===== config.mk =====
export PLATFORM = sky130hd
export DESIGN_NAME = lj_stage
export DESIGN_NICKNAME = d
export VERILOG_FILES = /design/src/rtl/lj_stage_pkg.sv /design/src/rtl/lj_link.sv /design/src/rtl/lj_joint.sv /design/src/rtl/lj_stage.sv
export SDC_FILE = /design/constraint.sdc
export NUM_CORES = 1
export LEC_CHECK = 0
export CELL_PAD_IN_SITES_DETAIL_PLACEMENT = 1
export CELL_PAD_IN_SITES_GLOBAL_PLACEMENT = 1
export CORE_ASPECT_RATIO = 1.25
export CORE_UTILIZATION = 44
export CTS_CLUSTER_SIZE = 25
export DETAILED_ROUTE_END_ITERATION = 8
export MAX_ROUTING_LAYER = met4
export PLACE_DENSITY_LB_ADDON = 0.3
export REMOVE_ABC_BUFFERS = 1
export SYNTH_ARGS = -nofsm -noshare
export SYNTH_HDL_FRONTEND = slang
export SYNTH_HIERARCHICAL = 1
export SYNTH_SLANG_ARGS = --single-unit

===== constraint.sdc =====
create_clock -name clk -period 3.4 [get_ports clk]
set_input_delay 0.85 -clock clk [delete_from_list [all_inputs] [get_ports clk]]
set_output_delay 0.85 -clock clk [all_outputs]
set_load 0.1 [all_outputs]

===== src/rtl/lj_stage_pkg.sv =====
package lj_stage_pkg;
    typedef enum logic [1:0] {
        ACT_ADD  = 2'd0,
        ACT_SUB  = 2'd1,
        ACT_XOR  = 2'd2,
        ACT_NONE = 2'd3
    } act_e;

    localparam int NUM_ACT = 3;
endpackage


===== src/rtl/lj_link.sv =====
module lj_link #(
    parameter int W = 8
) (
    input  logic         clk,
    input  logic         rst,
    input  logic         set_i,
    input  logic [W-1:0] set_data_i,
    input  logic         clr_i,
    output logic         full_o,
    output logic [W-1:0] data_o
);
    typedef struct packed {
        logic         full;
        logic [W-1:0] data;
    } link_st_t;

    link_st_t st_d, st_q;

    always_comb begin
        st_d = st_q;
        if (set_i && !st_q.full) begin
            st_d.full = 1'b1;
            st_d.data = set_data_i;
        end else if (clr_i && st_q.full) begin
            st_d.full = 1'b0;
        end
    end

    always_ff @(posedge clk) begin
        if (rst) st_q <= '0;
        else     st_q <= st_d;
    end

    assign full_o = st_q.full;
    assign data_o = st_q.data;

    // an empty link turns full only through its load strobe
    assert_fill_only_R2: assert property (@(posedge clk) disable iff (rst)
        (!full_o && !set_i) |=> !full_o);

    // a full link keeps its word while it is not emptied
    assert_hold_word_R3: assert property (@(posedge clk) disable iff (rst)
        (full_o && !clr_i) |=> (full_o && $stable(data_o)));

    // the word stays in place when the link is emptied
    assert_clear_keeps_R7: assert property (@(posedge clk) disable iff (rst)
        (full_o && clr_i) |=> (!full_o && $stable(data_o)));
endmodule


===== src/rtl/lj_joint.sv =====
module lj_joint
    import lj_stage_pkg::*;
#(
    parameter int W = 8
) (
    input  logic         clk,
    input  logic         rst,
    input  logic         in_a_full_i,
    input  logic         in_b_full_i,
    input  logic         out_full_i,
    input  logic         go_i,
    input  logic [1:0]   op_i,
    input  logic [W-1:0] a_i,
    input  logic [W-1:0] b_i,
    output logic         fire_o,
    output logic [W-1:0] result_o
);
    logic               ready;
    logic [NUM_ACT-1:0] act_fire;
    logic [W-1:0]       act_res [NUM_ACT];

    assign ready = in_a_full_i && in_b_full_i && !out_full_i;

    for (genvar i = 0; i < NUM_ACT; i++) begin : g_act
        assign act_fire[i] = ready && go_i && (op_i == 2'(i));
        if (i == int'(ACT_ADD)) begin : g_add
            assign act_res[i] = a_i + b_i;
        end else if (i == int'(ACT_SUB)) begin : g_sub
            assign act_res[i] = a_i - b_i;
        end else begin : g_xor
            assign act_res[i] = a_i ^ b_i;
        end
    end

    always_comb begin
        result_o = '0;
        for (int k = 0; k < NUM_ACT; k++) begin
            if (act_fire[k]) result_o = act_res[k];
        end
    end

    assign fire_o = |act_fire;

    // guarded actions are mutually exclusive
    assert_one_action_R8: assert property (@(posedge clk) disable iff (rst)
        $onehot0(act_fire));

    // the no-action code never produces a transfer
    assert_none_idle_R6: assert property (@(posedge clk) disable iff (rst)
        (op_i == ACT_NONE) |-> !fire_o);
endmodule


===== src/rtl/lj_stage.sv =====
module lj_stage
    import lj_stage_pkg::*;
#(
    parameter int W = 8
) (
    input  logic         clk,
    input  logic         rst,
    input  logic         go,
    input  logic [1:0]   op,
    input  logic         fill_a,
    input  logic [W-1:0] fill_a_data,
    input  logic         fill_b,
    input  logic [W-1:0] fill_b_data,
    input  logic         drain,
    output logic         a_full,
    output logic         b_full,
    output logic         out_full,
    output logic [W-1:0] out_data,
    output logic         fire
);
    logic [W-1:0] a_word, b_word, res_word;

    lj_link #(.W(W)) link_a_i (
        .clk(clk), .rst(rst), .set_i(fill_a), .set_data_i(fill_a_data),
        .clr_i(fire), .full_o(a_full), .data_o(a_word)
    );

    lj_link #(.W(W)) link_b_i (
        .clk(clk), .rst(rst), .set_i(fill_b), .set_data_i(fill_b_data),
        .clr_i(fire), .full_o(b_full), .data_o(b_word)
    );

    lj_joint #(.W(W)) joint_i (
        .clk(clk), .rst(rst),
        .in_a_full_i(a_full), .in_b_full_i(b_full), .out_full_i(out_full),
        .go_i(go), .op_i(op), .a_i(a_word), .b_i(b_word),
        .fire_o(fire), .result_o(res_word)
    );

    lj_link #(.W(W)) link_out_i (
        .clk(clk), .rst(rst), .set_i(fire), .set_data_i(res_word),
        .clr_i(drain), .full_o(out_full), .data_o(out_data)
    );

    // after a transfer the output is full and both inputs are empty
    assert_fire_moves_R4: assert property (@(posedge clk) disable iff (rst)
        fire |=> (out_full && !a_full && !b_full));

    // without a transfer the output word never changes
    assert_out_stable_R5: assert property (@(posedge clk) disable iff (rst)
        !fire |=> $stable(out_data));

    // reset leaves every link empty
    assert_reset_empty_R1: assert property (@(posedge clk)
        rst |=> (!a_full && !b_full && !out_full && out_data == '0));
endmodule


Yosys cells after proc, flatten, opt, wreduce, memory -nomap -nowiden
Cells that the tools add are included.
{"block": "totals", "ff_bits": 27}
{"block": "classes", "mux": 9, "bitwise_logic": 1, "n_reduce_logical": 20, "n_addsub": 2, "n_eq_ne": 2}
{"op": "2-to-1 mux 8 bit", "count": 3}
{"op": "logical AND 1 bit", "count": 12}
{"op": "adder 8 bit", "count": 1}
{"op": "subtractor 8 bit", "count": 1}
{"op": "XOR 8 bit", "count": 1}
{"op": "2-to-1 mux 1 bit", "count": 6}
{"op": "nonzero test 2 bit", "count": 3}
{"op": "zero test 1 bit", "count": 3}
{"op": "OR reduction 3 bit", "count": 1}
{"op": "equality test 2 x 1 -> 1 bit (second input constant)", "count": 1}
{"op": "equality test 2 bit (second input constant)", "count": 1}
{"op": "zero test 2 bit", "count": 1}

Depth between registers and ports, before layout
Gate-level depths: netlist of the first run.
{"block": "depth", "depth_word": 8, "ltp_mapped": 11, "ltp_nobuf": 11}

By module
The synthesis of the first run kept the hierarchy.
{"module": "lj_link", "area_each_um2": 422.9, "instances": 3, "cells_per_inst": 38}
{"module": "lj_joint", "area_each_um2": 865.8, "instances": 1, "cells_per_inst": 123}

Worst setup path before layout of the first run
OpenSTA, ideal clock, no wires.
{"block": "synth_timing", "path_type": "register to output", "start": "reg link_b_i.st_q (netlist bit link_b_i/full_o)", "end": "out fire", "setup_slack_ps": -853, "path_stages_with_launch": 4, "t_arrival_ps": 3403, "path_cell_list": "dfxtp_1 > nand4b_1 > buf_6 > a21oi_1"}
{"block": "synth_between", "elab_chain_cells": 5, "word_cells_on_any_way": 7}
{"item": "start: declaration", "line_no": "lj_link.sv:17", "source": "link_st_t st_d, st_q;"}
{"item": "start signal: assignment", "line_no": "lj_link.sv:31", "source": "else st_q <= st_d;"}
{"item": "logical AND 1 bit (*) (2 in a row)", "line_no": "lj_joint.sv:22", "source": "assign ready = in_a_full_i && in_b_full_i && !out_full_i;"}
{"item": "logical AND 1 bit (*)", "line_no": "lj_joint.sv:25", "source": "assign act_fire[i] = ready && go_i && (op_i == 2'(i));"}
{"item": "logical AND 1 bit", "line_no": "lj_joint.sv:25"}
{"item": "OR reduction 3 bit (*)", "line_no": "lj_joint.sv:42", "source": "assign fire_o = |act_fire;"}
{"item": "end: declaration", "line_no": "lj_stage.sv:19", "source": "output logic fire"}
Mark *: on every way between the ends. The rest lies on a longest branch, timed or not.

Worst setup path after layout of the first run
{"block": "layout_timing", "start": "in go", "end": "out fire"}
{"block": "layout_between", "elab_chain_cells": 3, "word_cells_on_any_way": 5}
{"item": "start: declaration", "line_no": "lj_stage.sv:8", "source": "input logic go,"}
{"item": "logical AND 1 bit (*)", "line_no": "lj_joint.sv:25"}
{"item": "logical AND 1 bit", "line_no": "lj_joint.sv:25"}
{"item": "OR reduction 3 bit (*)", "line_no": "lj_joint.sv:42"}
Marked as above.

==> run_results.csv, run 1 <==
group,metric,value,unit
status,status,"finished, final reports clean",
final_layout,area_growth,18.6,%
critical_path,path_cells,"clkdlybuf4s50_1 -> nand4b_1 -> a21oi_1 -> buf_12",
critical_path,path_depth,4,
timing,max_slew.worst_pin.slew,0.399,ns
placed_design,port_buffers,35,
critical_path,worst_setup_path_start_kind,"input pin",
routing,initialDrtViolationCount,95,
hold_path,hold_depth,2,
floorplan,die_w,64.3,um
critical_path,slowest_stage,"clkdlybuf4s50_1",
clock_network,clock_sinks,27,
critical_path,critPathArrivalTime,1.99,ns
clock_network,clockBufferDepth,2,
clock_network,h-tree-depth,1,
final_layout,drive_gt1_share,19.8,%
pwr,power_leakage,0.980,nW
timing,relSlewSlack,73.1,%
floorplan,die_h,79.9,um
yosys,synth_edf_count,0,
routing,ant_nets,0,
routing,drc,0,
routing,via_per_inst,5.72,
clock_network,cts_buffers,3,
pwr,vdd_drop_max,0.183,mV
clock_network,postCtsSetupBuffers,0,
yosys,synth_seq_cells,27,
floorplan,start_util,47.2,%
routing,firstDrtPassIters,4,
routing,wirelength,5.24,mm
yosys,synth_warnings,6,
critical_path,r2r_cells,10,
timing,fin_crit_sh,83.5,%
clock_network,postCtsHoldBufs,0,
final_layout,antennaDiodeCount,0,
yosys,ys.flop_type,"dfxtp_1",
timing,drv_slew,0,
yosys,synth_area,2130,um^2
pwr,total_power,0.773,mW
yosys,yosys-top-cells-area,"dfxtp_1, nand4bb_1, o21ai_2",
timing,fin_skew,0.00252,ns
global_route,grt_overflow_total,0,
timing,finalCriticalPeriod,2.84,ns
global_route,grt.total_usage,22.5,%
yosys,synthCells,237,
flow_run,cap_viol_max_count,0,
global_route,grt_pass1_vias,1899,
critical_path,crit_path_max_fanout,2,
placed_design,numPlacedInstances,322,
critical_path,crit_type,"in -> out",
hold_path,hold_class,"reg -> reg",
critical_path,required,2.55,ns
global_route,grt_max_degree,52,
critical_path,cp_num_buf_inv,2,
yosys,synth_top_area_share,25.3,%
placed_design,gp_congestion,0.868,
critical_path,setup.worst_path.end_class,"output pin",
timing,finalSetupViolations,0,
clock_network,clock_latency,0.27,ns
routing,wire_per_inst,16.1,um
yosys,yosys.area.top_type,"dfxtp_1",
global_route,antenna_found_initial,0,
timing,finalHoldViolations,0,
clock_network,cts_tree,"done",
critical_path,slowest_delay,0.47,ns
final_layout,fin_cells,326,
floorplan,dieArea,5140,um^2
global_route,grt_pass1_wl,8.78,mm
routing,vias,1864,
yosys,synth.avg_cell_area,9.01,um^2
clock_network,cts_resized,0,
yosys,synth.distinct_cells,40,
yosys,synth_seq_area_share,25.3,%
floorplan,num_rows,27,
clock_network,clk_pin_slew_worst_paths,0.10,ns
placed_design,dp_hpwl,4.07,mm
yosys,async_flop_share,0,%
floorplan,io_pins,36,
final_layout,fin_nets,309,
critical_path,crit_family,"buffers and inverters",
clock_network,clockRootBuffer,"clkbuf_8",
floorplan,core-area,4530,um^2
timing,rsz0062_at_grt,"no",
timing,fmax,352,MHz
pwr,p_per_area,305,nW/um^2
cells by family (layout without fill, tap and decap cells):
family | count (synthesis) | count (layout) | synth area share, %
muxes | 3 | 3 | 1.47
and+or+nand+nor | 94 | 94 | 31.8
DFF | 27 | 27 | 25.3
adders and majority gates | 16 | 16 | 10.1
buffers and inverters | 28 | 59 | 7.15
AOI/OAI and AO/OA | 66 | 66 | 22.9
xor gates and xnor gates | 3 | 3 | 1.23
power breakdown:
group | internal (mW) | switching (mW)
combinational | 0.110 | 0.129
clock | 0.0822 | 0.105
sequential | 0.330 | 0.0164
routing by layer:
layer	GRT usage, %	wire, um
met1	26.5	2360
met4	7.56	92
met2	39.3	2700
met3	2.71	92
met5	-	0
registers in the layout, indices dropped and copies added (netlist names):
signal	cells
link_a_i/data_o	8
link_b_i/data_o	8
link_out_i/data_o	8
link_a_i/full_o	1
link_b_i/full_o	1
link_out_i/full_o	1
metrics by stage:
stage	hold WS, ns	instance area (um^2)	worst slack, ns	TNS (ns)	util (%)
finish	0.478	2530	0.562	0	55.9
global route	0.498	2530	0.503	0	55.9
CTS	0.486	2530	0.545	0	55.9
detailed placement	0.470	2480	0.544	0	54.9
global placement	0.465	2480	0.548	0	54.9
floorplan	0.470	2030	-1.13	-10.99	-
worst reg2reg max path, cell delays in order (launching register included):
cell       delay [ns]
dfxtp_1          0.49
inv_1            0.08
ha_1             0.30
nor2b_4          0.13
o31a_1           0.28
or4_1            0.44
a31oi_1          0.24
mux2i_1          0.24
o31ai_2          0.07
nand4bb_1        0.12
o21ai_2          0.06
path summary, 6_finish.rpt:
path,from,to,slack [ns]
worst min register to register,link_out_i/data_o[7],link_out_i/data_o[7],0.48
worst max-delay path,go,fire,0.56
worst max register to register,link_b_i/data_o[1],link_out_i/data_o[7],0.85
worst min-delay path,link_out_i/data_o[7],link_out_i/data_o[7],0.48
cell usage in the layout (no fill, tap or decap), types with 3 or more instances in the layout:
master and n:
o21a_1 3, nand2_1 4, buf_4 17, dfxtp_1 27, and2b_4 3, nand2b_1 30, ha_1 14, o21ai_2 24
o21ai_0 9, nor3_1 9, clkdlybuf4s50_1 23, a211oi_1 6, inv_1 14, nand4bb_1 24, a21oi_1 11, nor2_1 14
clkbuf_8 3, nor4_1 3
Yosys cell counts, drive strengths merged, types with 5 or more instances:
cell type,number
o21ai,33
nand2b,30
dfxtp,27
nand4bb,24
ha,14
inv,14
nor2,14
a21oi,11
clkbuf,9
nor3,9
a211oi,6
buf,5
layout make-up:
| class | count | area (um^2) |
|---|---|---|
| well taps | 58 | 72.6 |
| clock buffers | 3 | 41.3 |
| flip-flops and latches | 27 | 541 |
| inverters | 14 | 52.6 |
| clock inverters | 1 | 5.00 |
| repair buffers | 41 | 378 |
| multi-input cells | 182 | 1440 |
| fillers | 552 | 2000 |
Power figures use the tool's default switching activity.
==> run 2: changes to the inputs <==
- CORE_UTILIZATION: 44 -> 37
- clock period: 3.4 -> 2.4 ns (I/O delays scaled with it)
==> run_results.csv, run 2 (same netlist as run 1, synthesis figures left out) <==
group,metric,value,unit
placed_design,gp_congestion,0.855,
pwr,sequentialPowerShare,41.7,%
critical_path,cp_num_buf_inv,2,
floorplan,num_rows,30,
global_route,grt_pass1_wl,9.60,mm
clock_network,clockRootBuffer,"clkbuf_8",
critical_path,worst_setup_path_start_kind,"input pin",
timing,max_slew.worst_pin.slew,0.395,ns
timing,holdWs,0.482,ns
placed_design,dp_slack,-0.00759,ns
critical_path,crit_path_max_fanout,2,
timing,finalSetupViolations,0,
global_route,grt_overflow_total,0,
timing,fmax,434,MHz
status,status,"finished, final reports clean",
pwr,combPwrFrac,34.5,%
global_route,grt.total_usage,20.0,%
floorplan,die_h,86.9,um
final_layout,antennaDiodeCount,0,
final_layout,area_growth,26.6,%
critical_path,slowest_delay,0.46,ns
pwr,power_switching_share,33.0,%
critical_path,setup.worst_path.end_class,"output pin",
floorplan,die_w,69.9,um
clock_network,clock_sinks,27,
timing,relSlewSlack,73.3,%
routing,vias,1892,
pwr,vdd_drop_max,0.313,mV
critical_path,crit_type,"in -> out",
timing,drv_slew,0,
timing,fin_skew,0.0107,ns
routing,wire_per_inst,16.1,um
final_layout,fillers,627,
routing,initialDrtViolationCount,90,
global_route,grt_max_degree,52,
clock_network,h-tree-depth,1,
timing,fin_crit_sh,96.0,%
final_layout,fin_cells,346,
critical_path,slowest_stage,"clkdlybuf4s50_1",
clock_network,clk_pin_slew_worst_paths,0.11,ns
placed_design,numPlacedInstances,341,
routing,firstDrtPassIters,4,
critical_path,path_cells,"clkdlybuf4s50_1 -> nand4b_1 -> a21oi_1 -> buf_12",
routing,wirelength,5.58,mm
pwr,clockPowerShare,23.8,%
critical_path,critPathArrivalTime,1.70,ns
timing,setup_ws,0.0968,ns
floorplan,core-area,5480,um^2
global_route,antenna_found_initial,0,
timing,finalHoldViolations,0,
pwr,power_leakage,1.05,nW
final_layout,drive_gt1_share,27.7,%
routing,drc,0,
placed_design,port_buffers,35,
routing,via_per_inst,5.47,
routing,ant_nets,0,
clock_network,clock_latency,0.28,ns
flow_run,cap_viol_max_count,0,
timing,rsz0062_at_grt,"no",
global_route,grt_pass1_vias,1971,
clock_network,cts_tree,"done",
timing,tns,0,ns
floorplan,io_pins,36,
timing,finalCriticalPeriod,2.30,ns
final_layout,fin_nets,323,
critical_path,crit_family,"buffers and inverters",
floorplan,start_util,38.9,%
hold_path,hold_class,"reg -> reg",
clock_network,clockBufferDepth,2,
final_layout,final_cell_mix,"buf_4, nand2b_1, nand4bb_1, o21ai_2, dfxtp_1",
clock_network,postCtsHoldBufs,0,
floorplan,dieArea,6080,um^2
placed_design,dp_hpwl,4.32,mm
critical_path,required,1.80,ns
clock_network,cts_buffers,3,
pwr,p_switching,0.383,mW
pwr,p_int,0.778,mW
pwr,p_per_area,430,nW/um^2
final_layout,final_common_cell,"buf_4",
==> run 2: path summary, 6_finish.rpt <==
path              cells after the start  slack (ns)                   end                  from
hold reg to reg                       2        0.48  link_out_i/data_o[2]  link_out_i/data_o[2]
hold / removal                        2        0.48  link_out_i/data_o[2]  link_out_i/data_o[2]
setup / recovery                      4         0.1                  fire                    go
setup reg to reg                      9        0.11  link_out_i/data_o[7]    link_a_i/data_o[1]
==> run 2: worst reg2reg max path, stage by stage (launching register included) <==
cell and delay (ns):
dfxtp_4 0.38, ha_4 0.24, nor2b_4 0.12, o31a_1 0.31
or4_4 0.44, a31oi_4 0.20, mux2i_2 0.25, o31ai_2 0.07
nand4bb_1 0.12, o21ai_2 0.06
==> run 2: timing repair <==
action	CTS	global route
buffers inserted	0	1
resized for setup	1	12
setup endpoints to repair	1	2
endpoints found under the hold margin	0	0
pin swaps	0	2
==> run 2: stage by stage <==
stage          utilization [%]  cell area, um^2  power, mW
5_1_grt                   49.3             2700       1.22
2_1_floorplan                -             2030      0.716
3_5_place_dp              47.3             2590      0.864
4_1_cts                   48.2             2640       1.14
3_3_place_gp              47.3             2590      0.857
6_report                  49.3             2700       1.16
==> run 2: per-layer routing <==
layer,up-vias,global-route usage (%),share of wire (%)
met5,-,-,0
li1,954,-,-
met3,6,1.39,1.6
met4,0,3.82,1.4
met2,34,36.3,50
met1,898,24.7,47
==> run 2: power by group through the flow <==
| stage | Clock (mW) | Sequential (mW) | Combinational, mW |
|---|---|---|---|
| floorplan | 0 | 0.519 | 0.197 |
| global placement | 0 | 0.493 | 0.363 |
| detailed placement | 0 | 0.495 | 0.369 |
| CTS | 0.287 | 0.485 | 0.371 |
| global route | 0.299 | 0.488 | 0.435 |
| finish | 0.276 | 0.485 | 0.400 |
==> run 2: layout make-up <==
class                           instances  area, um^2  area share [%]
Tap cell                               64        80.1            2.96
Clock buffer                            3        41.3            1.53
Inverter                               14        52.6            1.94
Timing Repair Buffer                   55         483            17.9
Clock inverter                          1        7.51           0.278
Sequential cell                        27         547            20.2
Multi-Input combinational cell        182        1490            55.2
